==> src/rtl/isc_pkg.sv <==
`timescale 1ns/1ps
package isc_pkg;
    localparam int unsigned GRP_N     = 3;
    localparam int unsigned GRP_BUS_A = 0;
    localparam int unsigned GRP_BUS_B = 1;
    localparam int unsigned GRP_DMA   = 2;

    typedef enum logic [1:0] {
        SEL_BUS_A = 2'd0,
        SEL_BUS_B = 2'd1,
        SEL_DMA   = 2'd2,
        SEL_NONE  = 2'd3
    } isc_sel_e;

    typedef struct packed {
        logic pend_bus;
        logic pend_dma;
        logic irq;
        logic halt;
    } isc_sum_t;

    function automatic isc_sel_e sel_decode(input logic [1:0] raw);
        case (raw)
            2'd0:    return SEL_BUS_A;
            2'd1:    return SEL_BUS_B;
            2'd2:    return SEL_DMA;
            default: return SEL_NONE;
        endcase
    endfunction
endpackage

==> src/rtl/isc_level_stack.sv <==
`timescale 1ns/1ps
module isc_level_stack #(
    parameter int unsigned STAT_W = 8
) (
    input  logic              clk,
    input  logic              rst,
    input  logic [STAT_W-1:0] evt,
    input  logic              route_l2,
    input  logic              promote,
    input  logic              clr,
    output logic [STAT_W-1:0] l1_q,
    output logic [STAT_W-1:0] l2_q,
    output logic [STAT_W-1:0] l1_nxt,
    output logic [STAT_W-1:0] l1_in
);
    logic [STAT_W-1:0] l2_nxt;

    always_comb begin
        if (promote) begin
            l1_in  = l2_q | evt;
            l1_nxt = l1_in;
            l2_nxt = '0;
        end else begin
            l1_in  = route_l2 ? '0 : evt;
            l1_nxt = (clr ? '0 : l1_q) | l1_in;
            l2_nxt = l2_q | (route_l2 ? evt : '0);
        end
    end

    always_ff @(posedge clk) begin
        if (rst) begin
            l1_q <= '0;
            l2_q <= '0;
        end else begin
            l1_q <= l1_nxt;
            l2_q <= l2_nxt;
        end
    end


    l2_keep_chk: assert property (@(posedge clk) disable iff (rst)
        !promote |=> (($past(l2_q) & ~l2_q) == '0));

    l2_drain_chk: assert property (@(posedge clk) disable iff (rst)
        promote |=> (l2_q == '0));

    clr_empty_chk: assert property (@(posedge clk) disable iff (rst)
        (clr && !promote && evt == '0) |=> (l1_q == '0));
endmodule

==> src/rtl/isc_summary.sv <==
`timescale 1ns/1ps
module isc_summary
    import isc_pkg::*;
#(
    parameter int unsigned                          STAT_W  = 8,
    parameter logic [GRP_N-1:0][STAT_W-1:0]         FATAL_V = '0
) (
    input  logic                          clk,
    input  logic                          rst,
    input  logic [GRP_N-1:0][STAT_W-1:0]  evt,
    input  logic [GRP_N-1:0][STAT_W-1:0]  en,
    input  logic [GRP_N-1:0][STAT_W-1:0]  l1_in,
    input  logic [GRP_N-1:0][STAT_W-1:0]  l1_nxt,
    output isc_sum_t                      sum_q
);
    logic [GRP_N-1:0] hit_qual;
    logic [GRP_N-1:0] hit_en;
    logic [GRP_N-1:0] rem_en;
    logic [GRP_N-1:0] fat;
    logic             bus_live;
    logic             dma_live;
    logic             fat_any;
    isc_sum_t         sum_nxt;

    for (genvar g = 0; g < GRP_N; g++) begin : g_grp
        always_comb begin
            hit_qual[g] = |(l1_in[g] & (FATAL_V[g] | en[g]));
            hit_en[g]   = |(l1_in[g] & en[g]);
            rem_en[g]   = |(l1_nxt[g] & en[g]);
            fat[g]      = |(evt[g] & FATAL_V[g]);
        end
    end

    always_comb begin
        bus_live         = |(l1_nxt[GRP_BUS_A] | l1_nxt[GRP_BUS_B]);
        dma_live         = |l1_nxt[GRP_DMA];
        fat_any          = |fat;
        sum_nxt.pend_bus = bus_live &
                           (sum_q.pend_bus | hit_qual[GRP_BUS_A] | hit_qual[GRP_BUS_B]);
        sum_nxt.pend_dma = dma_live & (sum_q.pend_dma | hit_qual[GRP_DMA]);
        sum_nxt.irq      = (|hit_en) |
                           (sum_q.irq & (sum_nxt.pend_bus | sum_nxt.pend_dma | (|rem_en)));
        sum_nxt.halt     = fat_any;
    end

    always_ff @(posedge clk) begin
        if (rst) sum_q <= '0;
        else     sum_q <= sum_nxt;
    end


    irq_release_chk: assert property (@(posedge clk) disable iff (rst)
        $fell(sum_q.irq) |-> (!sum_q.pend_bus && !sum_q.pend_dma));

    halt_fatal_chk: assert property (@(posedge clk) disable iff (rst)
        fat_any |=> sum_q.halt);

    halt_source_chk: assert property (@(posedge clk) disable iff (rst)
        sum_q.halt |-> $past(fat_any));
endmodule

==> src/rtl/isc_ctrl.sv <==
`timescale 1ns/1ps
module isc_ctrl
    import isc_pkg::*;
#(
    parameter int unsigned       STAT_W  = 8,
    parameter logic [STAT_W-1:0] FATAL_A = 8'h0F,
    parameter logic [STAT_W-1:0] FATAL_B = 8'h01,
    parameter logic [STAT_W-1:0] FATAL_D = 8'h7F
) (
    input  logic              clk,
    input  logic              rst,
    input  logic [STAT_W-1:0] ev_bus_a,
    input  logic [STAT_W-1:0] ev_bus_b,
    input  logic [STAT_W-1:0] ev_dma,
    input  logic [STAT_W-1:0] en_bus_a,
    input  logic [STAT_W-1:0] en_bus_b,
    input  logic [STAT_W-1:0] en_dma,
    input  logic              rd_en,
    input  logic [1:0]        rd_sel,
    output logic [STAT_W-1:0] rd_data,
    output logic              pend_bus,
    output logic              pend_dma,
    output logic              irq_n,
    output logic              halt_req
);
    localparam logic [GRP_N-1:0][STAT_W-1:0] FATAL_V = {FATAL_D, FATAL_B, FATAL_A};

    logic [GRP_N-1:0][STAT_W-1:0] evt_v, en_v, l1_q, l2_q, l1_nxt, l1_in;
    logic [GRP_N-1:0]             clr_v;
    logic                         l1_empty, l2_any, promote, route_l2, pend_any;
    isc_sel_e                     sel;
    isc_sum_t                     sum_q;

    assign evt_v = {ev_dma, ev_bus_b, ev_bus_a};
    assign en_v  = {en_dma, en_bus_b, en_bus_a};
    assign sel   = sel_decode(rd_sel);

    always_comb begin
        l1_empty = (l1_q == '0);
        l2_any   = (l2_q != '0);
        pend_any = sum_q.pend_bus | sum_q.pend_dma;
        promote  = l1_empty & l2_any;
        route_l2 = !promote && (l2_any || (pend_any && !rd_en));
    end

    for (genvar g = 0; g < GRP_N; g++) begin : g_stack
        assign clr_v[g] = rd_en && (rd_sel == 2'(g));
        isc_level_stack #(.STAT_W(STAT_W)) u_stack (
            .clk      (clk),
            .rst      (rst),
            .evt      (evt_v[g]),
            .route_l2 (route_l2),
            .promote  (promote),
            .clr      (clr_v[g]),
            .l1_q     (l1_q[g]),
            .l2_q     (l2_q[g]),
            .l1_nxt   (l1_nxt[g]),
            .l1_in    (l1_in[g])
        );
    end

    isc_summary #(.STAT_W(STAT_W), .FATAL_V(FATAL_V)) u_sum (
        .clk    (clk),
        .rst    (rst),
        .evt    (evt_v),
        .en     (en_v),
        .l1_in  (l1_in),
        .l1_nxt (l1_nxt),
        .sum_q  (sum_q)
    );

    always_comb begin
        case (sel)
            SEL_BUS_A: rd_data = l1_q[GRP_BUS_A];
            SEL_BUS_B: rd_data = l1_q[GRP_BUS_B];
            SEL_DMA:   rd_data = l1_q[GRP_DMA];
            default:   rd_data = '0;
        endcase
    end

    assign pend_bus = sum_q.pend_bus;
    assign pend_dma = sum_q.pend_dma;
    assign irq_n    = ~sum_q.irq;
    assign halt_req = sum_q.halt;


    stack_hold_chk: assert property (@(posedge clk) disable iff (rst)
        (pend_any && !rd_en && !promote) |=> (l1_q == $past(l1_q)));

    promote_fill_chk: assert property (@(posedge clk) disable iff (rst)
        promote |=> ((l1_q & $past(l2_q)) == $past(l2_q)));
endmodule

==> config.mk <==
export PLATFORM = sky130hd
export DESIGN_NAME = isc_ctrl
export DESIGN_NICKNAME = d
export VERILOG_FILES = /design/src/rtl/isc_pkg.sv /design/src/rtl/isc_level_stack.sv /design/src/rtl/isc_summary.sv /design/src/rtl/isc_ctrl.sv
export SDC_FILE = /design/constraint.sdc
export NUM_CORES = 1
export LEC_CHECK = 0
export ABC_AREA = 1
export CORE_ASPECT_RATIO = 1.25
export CORE_MARGIN = 2
export CORE_UTILIZATION = 62
export DETAILED_ROUTE_END_ITERATION = 10
export DONT_BUFFER_PORTS = 1
export GPL_ROUTABILITY_DRIVEN = 0
export PLACE_DENSITY = 0.74
export RECOVER_POWER = 50
export SKIP_LAST_GASP = 1
export SYNTH_ARGS = -nofsm -noshare
export SYNTH_HDL_FRONTEND = slang
export SYNTH_SLANG_ARGS = --single-unit
==> constraint.sdc <==
create_clock -name clk -period 2.49 [get_ports clk]
set_input_delay 0.1245 -clock clk [delete_from_list [all_inputs] [get_ports clk]]
set_output_delay 0.1245 -clock clk [all_outputs]
set_load 0.005 [all_outputs]
==> results of run 1 <==
-- worst max path at each step --
stage | startpoint | to | slack (ps) | cells after the start
detailed placement | g_stack[1].u_stack.l2_q[7] | u_sum.sum_q[1] | 200 | 17
floorplan | g_stack[1].u_stack.l2_q[7] | u_sum.sum_q[1] | 670 | 14
global route | g_stack[0].u_stack.l2_q[7] | u_sum.sum_q[1] | 0.7 | 16
finish | g_stack[0].u_stack.l2_q[4] | u_sum.sum_q[1] | 190 | 18
CTS | g_stack[1].u_stack.l2_q[7] | u_sum.sum_q[1] | 180 | 17
global placement | g_stack[1].u_stack.l2_q[0] | u_sum.sum_q[1] | 230 | 17
-- power groups by stage --
stage | sequential [mW] | combinational (mW) | clock [mW]
final | 1.43 | 4.37 | 0.482
after global routing | 1.47 | 4.94 | 0.532
after CTS | 1.43 | 4.26 | 0.497
after detailed placement | 1.45 | 4.22 | 0
after global placement | 1.44 | 4.19 | 0
after floorplan | 1.37 | 3.40 | 0
-- layout by cell type, fill, tap and decap left out, types with 5 or more instances in the layout --
master	instances
nand2_1	202
nor2_1	89
nand3_1	60
dfxtp_1	52
inv_1	47
a21oi_1	20
nor3_1	14
a31oi_1	11
dlygate4sd3_1	11
buf_4	11
or2_2	10
nand3b_1	7
nand2_2	6
clkbuf_8	6
nor2_2	5
nand3_2	5
-- timing repair --
item                                   4_1_cts  5_1_grt
setup endpoints to repair                    0        1
resized for setup                            0        1
hold buffers                                11        0
endpoints found under the hold margin       20        0
buffers inserted                             0        6
-- routing by layer --
| layer | part of all wire (%) | routed length, microns | track usage, % |
|---|---|---|---|
| met5 | 0 | 0 | 0 |
| met4 | 3.2 | 316 | 11.7 |
| met3 | 10 | 1000 | 6.93 |
| met2 | 46 | 4560 | 55.1 |
| met1 | 41 | 4040 | 44.2 |
-- layout make-up --
cell class	count	area, sq um	share of cell area [%]
Multi-Input combinational cell	448	2020	55.7
Sequential cell	52	1040	28.8
Timing Repair Buffer	23	196	5.43
Inverter	52	195	5.39
Clock buffer	6	82.6	2.28
Tap cell	62	77.6	2.14
Clock inverter	2	10.0	0.277
-- flip-flops by register name, indices dropped and copies added, names as in the netlist --
signal                cells
g_stack.u_stack.l1_q     24
u_sum.sum_q               4
g_stack.u_stack.l2_q     24
-- worst max-delay path, stage by stage (launching register included) --
cell	delay, ps
dfxtp_1	330
nor2_1	110
nand2_1	70
nor2_2	200
nand3_4	170
nor2_4	290
clkbuf_1	240
nand2_2	110
nand3_2	130
nand2_1	60
nand2_1	50
inv_1	30
nand2_1	80
nor2_1	70
nand2_1	60
nor2_1	40
nand2_1	50
nand2_1	60
a21oi_2	100
-- through the flow --
| stage | setup WS, ps | instance area, sq um | util (%) |
|---|---|---|---|
| 2_1_floorplan | 670 | 3350 | - |
| 3_3_place_gp | 229 | 3380 | 65.6 |
| 3_5_place_dp | 205 | 3380 | 65.6 |
| 4_1_cts | 178 | 3580 | 69.5 |
| 5_1_grt | 0.683 | 3620 | 70.2 |
| 6_report | 193 | 3620 | 70.2 |
-- cell families (layout without fill, tap and decap cells) --
kind of cell,count (synthesis),after routing
AND/OR/NAND/NOR,412,412
flip-flops,52,52
AO/OA/AOI/OAI,36,36
buffers and inverters,68,83
==> qor.txt, run 1 <==
Initial Utilization -> 65.0%
worst hold stages -> 2
reg-to-reg startpoint -> g_stack[0].u_stack.l2_q[4]
antenna cells -> 0
share of layout cells above drive strength 1 -> 8.92%
reg-to-reg endpoint -> u_sum.sum_q[1]
Mean Syn Cell Area -> 5.89 sq um
Sw Ratio -> 53.2%
reg2reg setup slack -> 190 ps
fin. max-slew vios -> 0
Post-route DRC -> 0
yosys warns -> 0
DP HPWL -> 7880 microns
MaxCap Viol Count -> 0
Worst Reg-to-Reg Cells -> 18
Clock Latency Late Sink -> 300 ps
Commonest cells post-synth -> nand2_1 (202), nor2_1 (89), nand3_1 (58)
total CTS buffers -> 5
Final ANT Viol Nets -> 0
die height -> 86.2 microns
sequential fraction of the synthesis area -> 31.1%
Post-Synth Simple-Gate Area -> 54.4%
Compound-Gate Fraction of Synth Area -> 5.98%
total power draw -> 6.29 mW
slew margin rel. -> 53.0%
EDFF count, synth -> 0
hold path start -> ev_bus_b[0]
clk slew on worst S/H paths -> 90 ps
Final Hold Viols -> 0
Worst Clk Skew -> 5.50 ps
Synth top area share -> 31.1%
Final Setup Violations -> 0
row count -> 29
worst setup path class -> reg -> reg
worst slew pin tran -> 705 ps
fin nets -> 635
largest fanout on the critical path -> 11
unrepaired setup endpoints after global routing -> false
mux cell area share after synthesis -> 0%
Final min period -> 2300 ps
Core Region -> 5150 sq um
first-iteration detailed-routing DRC count -> 343
Die W -> 69.7 microns
Max Root-Sink Buffers -> 2
Mapped Nets -> 621
clock share of power -> 7.7%
synth unique cells -> 31
worst vdd ir -> 0.00102 V
synthesis-stage register bit count -> 52
main combinational cell family by area after synthesis -> simple AND/OR/NAND/NOR gates
area delta synth->final -> 8.07%
I/O pin cnt -> 65
Syn Std Cell Area -> 3350 sq um
async set or reset register ratio after synthesis -> 0%
Layout fillers -> 491
dominant synthesized flop cell -> dfxtp_1
crit path capture type -> flop
CP startpoint kind -> flop
H-tree levels -> 2
part of the power in registers -> 22.8%
most numerous cell in the Yosys netlist -> nand2_1
Placed Cells incl. Taps -> 620
top achievable clock speed -> 0.435 GHz
total track usage -> 33.6%
Pint -> 2.94 mW
total power per unit cell area -> 1740 nW/um^2
antenna violations before repair -> 0
status -> completed
vias in the first global route -> 3,255
Comb power frac -> 69.5%
first-pass GRT wire length -> 15,900 microns
CTS Sinks -> 52
Clk Tree Root Cell -> clkbuf_8
synthesized-area fraction occupied by adder cells -> 0%
largest cells by area after synthesis -> dfxtp_1 (31%), nand2_1 (23%), nor2_1 (10%), nand3_1 (8.7%), inv_1 (5.3%)
via count -> 3,653
CP required -> 2730 ps
Hold WC Path Type -> in -> reg
Post-Syn Instances -> 568
Synth Area in XOR/XNOR -> 0%
CP arrival -> 2540 ps
Routed wire per std cell -> 15.4 microns
NetSw -> 3.34 mW
worst slack on hold paths -> 21.5 ps
cell taking the most area after synthesis -> dfxtp_1
Worst Hold End -> g_stack[1].u_stack.l2_q[0]
Non-Filler Instances -> 645
largest net degree at the start of global routing -> 25
Lkg Pwr -> 1.92 nW
CTS tree -> built
total grt overflow -> 0
Sum Neg Setup Slack -> 0 ps
Final Cycle Share -> 92.2%
I/O Buffers -> 0
Via density -> 5.66
DRT Pass-1 Iters -> 6
WL final -> 9910 microns
Die ar. -> 6010 sq um
Note: power is estimated with default switching activity, not from simulation.
==> inputs of run 2 (changes only) <==
--- a/config.mk
+++ b/config.mk
@@ -17,4 +17,5 @@
 export SKIP_LAST_GASP = 1
 export SYNTH_ARGS = -nofsm -noshare
 export SYNTH_HDL_FRONTEND = slang
+export SYNTH_HIERARCHICAL = 1
 export SYNTH_SLANG_ARGS = --single-unit
==> run 2 against run 1 <==
Effect of this change:
- clock skew up 6.5 ps
- global-route usage down 0.38 points
- non-clock buffer count up 5
- critical endpoint is now u_sum/sum_q[1]
- critical path type unchanged
- sequential share of layout area down 3.1 points
- the run now ends with hold timing left
- power down 16%
- worst hold slack worse by 22 ps
- first-iteration DRC count down 26%
==> qor.txt, run 2 <==
share of layout cells above drive strength 1 -> 26.7%
reg2reg setup slack -> 120 ps
first-pass GRT wire length -> 16,300 microns
total power per unit cell area -> 1290 nW/um^2
die height -> 89.0 microns
fin nets -> 663
cell taking the most area after synthesis -> dfxtp_1
status -> finished with violations
dominant synthesized flop cell -> dfxtp_1
synth unique cells -> 25
yosys warns -> 6
Non-Filler Instances -> 675
Final WS setup -> 122 ps
H-tree levels -> 2
violated checks -> hold timing
reg-to-reg startpoint -> g_stack[2].u_stack/l2_q[3]
Final ANT Viol Nets -> 0
Worst Reg-to-Reg Cells -> 19
worst setup path endpoint -> u_sum/sum_q[1]
Max Root-Sink Buffers -> 2
Hold WC Path Type -> in -> reg
slew margin rel. -> 67.4%
Routed wire per std cell -> 16.4 microns
worst slack on hold paths -> -0.409 ps
Layout fillers -> 491
I/O Buffers -> 0
Core Region -> 5520 sq um
Final Cycle Share -> 95.1%
Multi-input gate area -> 2290 sq um
CP startpoint kind -> flop
largest net degree at the start of global routing -> 31
antenna cells -> 0
top achievable clock speed -> 0.422 GHz
commonest non-fill, non-tap cells in the layout -> nand2_1 (209), nand2_2 (74), nor2_1 (60)
total grt overflow -> 0
fin. max-slew vios -> 0
I/O pin cnt -> 65
Placed Area -> 3690 sq um
row count -> 30
Final Hold Viols -> 1
vias in the first global route -> 3,555
largest cells by area after synthesis -> dfxtp_1 (29%), nand2_1 (22%), nand2_2 (13%), nor2_1 (6.8%), o21ai_1 (6.7%)
worst vdd ir -> 0.000691 V
met3 GRT Util -> 7.78%
cells along the critical path -> nor2_1 > nand2_1 > nor2_4 > nand4_1 > nand2_2 > buf_12 > inv_8 > nand2_2 > nand2_2 > nand2_2 > nand2_1 > nor2_1 > nand2_1 > nor2_2 > nor2_2 > nor2_1 > nand3_1 > nand2_1 > a21oi_1
first-iteration detailed-routing DRC count -> 254
M1 GR Usage -> 38.0%
Lkg Pwr -> 2.24 nW
slowest cell on the critical path -> dfxtp_1
DRT Pass-1 Iters -> 6
CTS tree -> built
most numerous cell in the Yosys netlist -> nand2_1
Synth top area share -> 29.0%
CTS Sinks -> 52
Commonest cells post-synth -> nand2_1 (210), nand2_2 (73), nor2_1 (65)
Storage cell area -> 1050 sq um
Worst Clk Skew -> 12.0 ps
EDFF count, synth -> 0
Post-Layout Inst Area -> 4080 sq um
antenna violations before repair -> 0
synthesis-stage register bit count -> 52
Mapped Nets -> 637
Die W -> 72.0 microns
Regs by FF count -> g_stack.u_stack/l1_q (24), g_stack.u_stack/l2_q (24), u_sum/sum_q (4)
worst setup path class -> reg -> reg
CP peak stage delay -> 340 ps
sequential fraction of the synthesis area -> 29.0%
Post-Syn Instances -> 584
DP HPWL -> 8310 microns
met2 Track Usage GR -> 58.8%
total track usage -> 33.2%
Placed Cells incl. Taps -> 649
CP required -> 2700 ps
async set or reset register ratio after synthesis -> 0%
worst slew pin tran -> 484 ps
worst setup path start -> g_stack[2].u_stack/l2_q[3]
Post-route DRC -> 0
Final Setup Violations -> 0
Die ar. -> 6410 sq um
area delta synth->final -> 13.8%
reg-to-reg endpoint -> u_sum/sum_q[1]
Initial Utilization -> 65.0%
Clk Tree Root Cell -> clkbuf_8
WL final -> 11,100 microns
MaxCap Viol Count -> 0
Via density -> 5.67
via count -> 3,824
CP arrival -> 2580 ps
crit path capture type -> flop
Final min period -> 2370 ps
Syn Std Cell Area -> 3590 sq um
largest fanout on the critical path -> 9
total CTS buffers -> 5
Most Used Layer, Global Route -> met2
clk slew on worst S/H paths -> 100 ps
Mean Syn Cell Area -> 6.14 sq um
commonest non-fill, non-tap cell in the layout -> nand2_1
Clock Latency Late Sink -> 310 ps
Post-Place Setup Slack -> 133 ps
-- run 2: cell types whose count changed in the layout (fill, tap and decap cells not counted), moves of 10 or more --
cell,previous run,this run
a21oi_1,20,1
nand2_2,6,74
a21oi_2,1,24
o21ai_1,1,38
nor3_1,14,4
nor2_1,89,60
a31oi_1,11,1
or2_2,10,0
nand3_1,60,15
-- run 2: worst min path at each step --
stage | start | endpoint | slack, ps | cells past startpoint
CTS | ev_bus_a[0] | g_stack[0].u_stack/l2_q[0] | 0.4 | 4
detailed placement | rst | g_stack[2].u_stack/l1_q[4] | 200 | 1
finish | ev_bus_b[4] | g_stack[1].u_stack/l2_q[4] | -0.4 | 4
floorplan | rst | u_sum/sum_q[1] | 190 | 1
global route | ev_bus_b[1] | g_stack[1].u_stack/l2_q[1] | 10 | 4
global placement | rst | g_stack[2].u_stack/l1_q[7] | 190 | 1
-- run 2: layout make-up --
cell class                      instances  area share (%)
Sequential cell                        52            25.6
Timing Repair Buffer                   28            7.20
Tap cell                               64            1.96
Inverter                               62            6.84
Clock inverter                          2           0.245
Clock buffer                            6            2.02
Multi-Input combinational cell        461            56.1
-- run 2: metal layers --
| metal | share of wire (%) | wire (microns) |
|---|---|---|
| met1 | 39 | 4290 |
| met2 | 49 | 5450 |
| met4 | 3.7 | 408 |
| met3 | 8.3 | 918 |
| met5 | 0 | 0 |
-- run 2: power breakdown --
part	internal (mW)	switching, mW	leakage [nW]
Combinational	1.28	2.14	1.76
Sequential	1.10	0.238	0.432
Clock	0.223	0.288	0.0510
-- run 2: cells by family (layout without fill, tap and decap cells) --
logic type,count (synthesis),count (layout),synth area share [%]
flip-flops,52,52,29.0
AO/OA/AOI/OAI,75,75,13.1
buffers and inverters,71,98,9.77
AND/OR/NAND/NOR,386,386,48.1
-- run 2: metrics by stage --
| step | utilization [%] | hold slack, ps | TNS [ps] | power [mW] |
|---|---|---|---|---|
| after global routing | 74.0 | 14.7 | -33.3 | 5.66 |
| after global placement | 66.9 | 194 | 0 | 4.18 |
| after floorplan | - | 194 | 0 | 3.58 |
| final | 74.0 | -0.409 | 0 | 5.27 |
| after detailed placement | 66.9 | 196 | 0 | 4.23 |
| after CTS | 69.6 | 0.436 | 0 | 4.76 |
-- run 2: what timing repair did --
| action | CTS | global route |
|---|---|---|
| hold endpoints to repair | 36 | 1 |
| endpoints found under the setup margin | 0 | 1 |
| setup buffers | 0 | 9 |
| hold buffers | 5 | 2 |
| gates resized for setup | 0 | 36 |
-- run 2: worst max-delay path, delay by kind of cell (launching register included) --
kind / cells / cell delay, ps
flops: 1 / 340
simple gates: 16 / 1630
buf+inv: 2 / 230
compound gates: 1 / 50
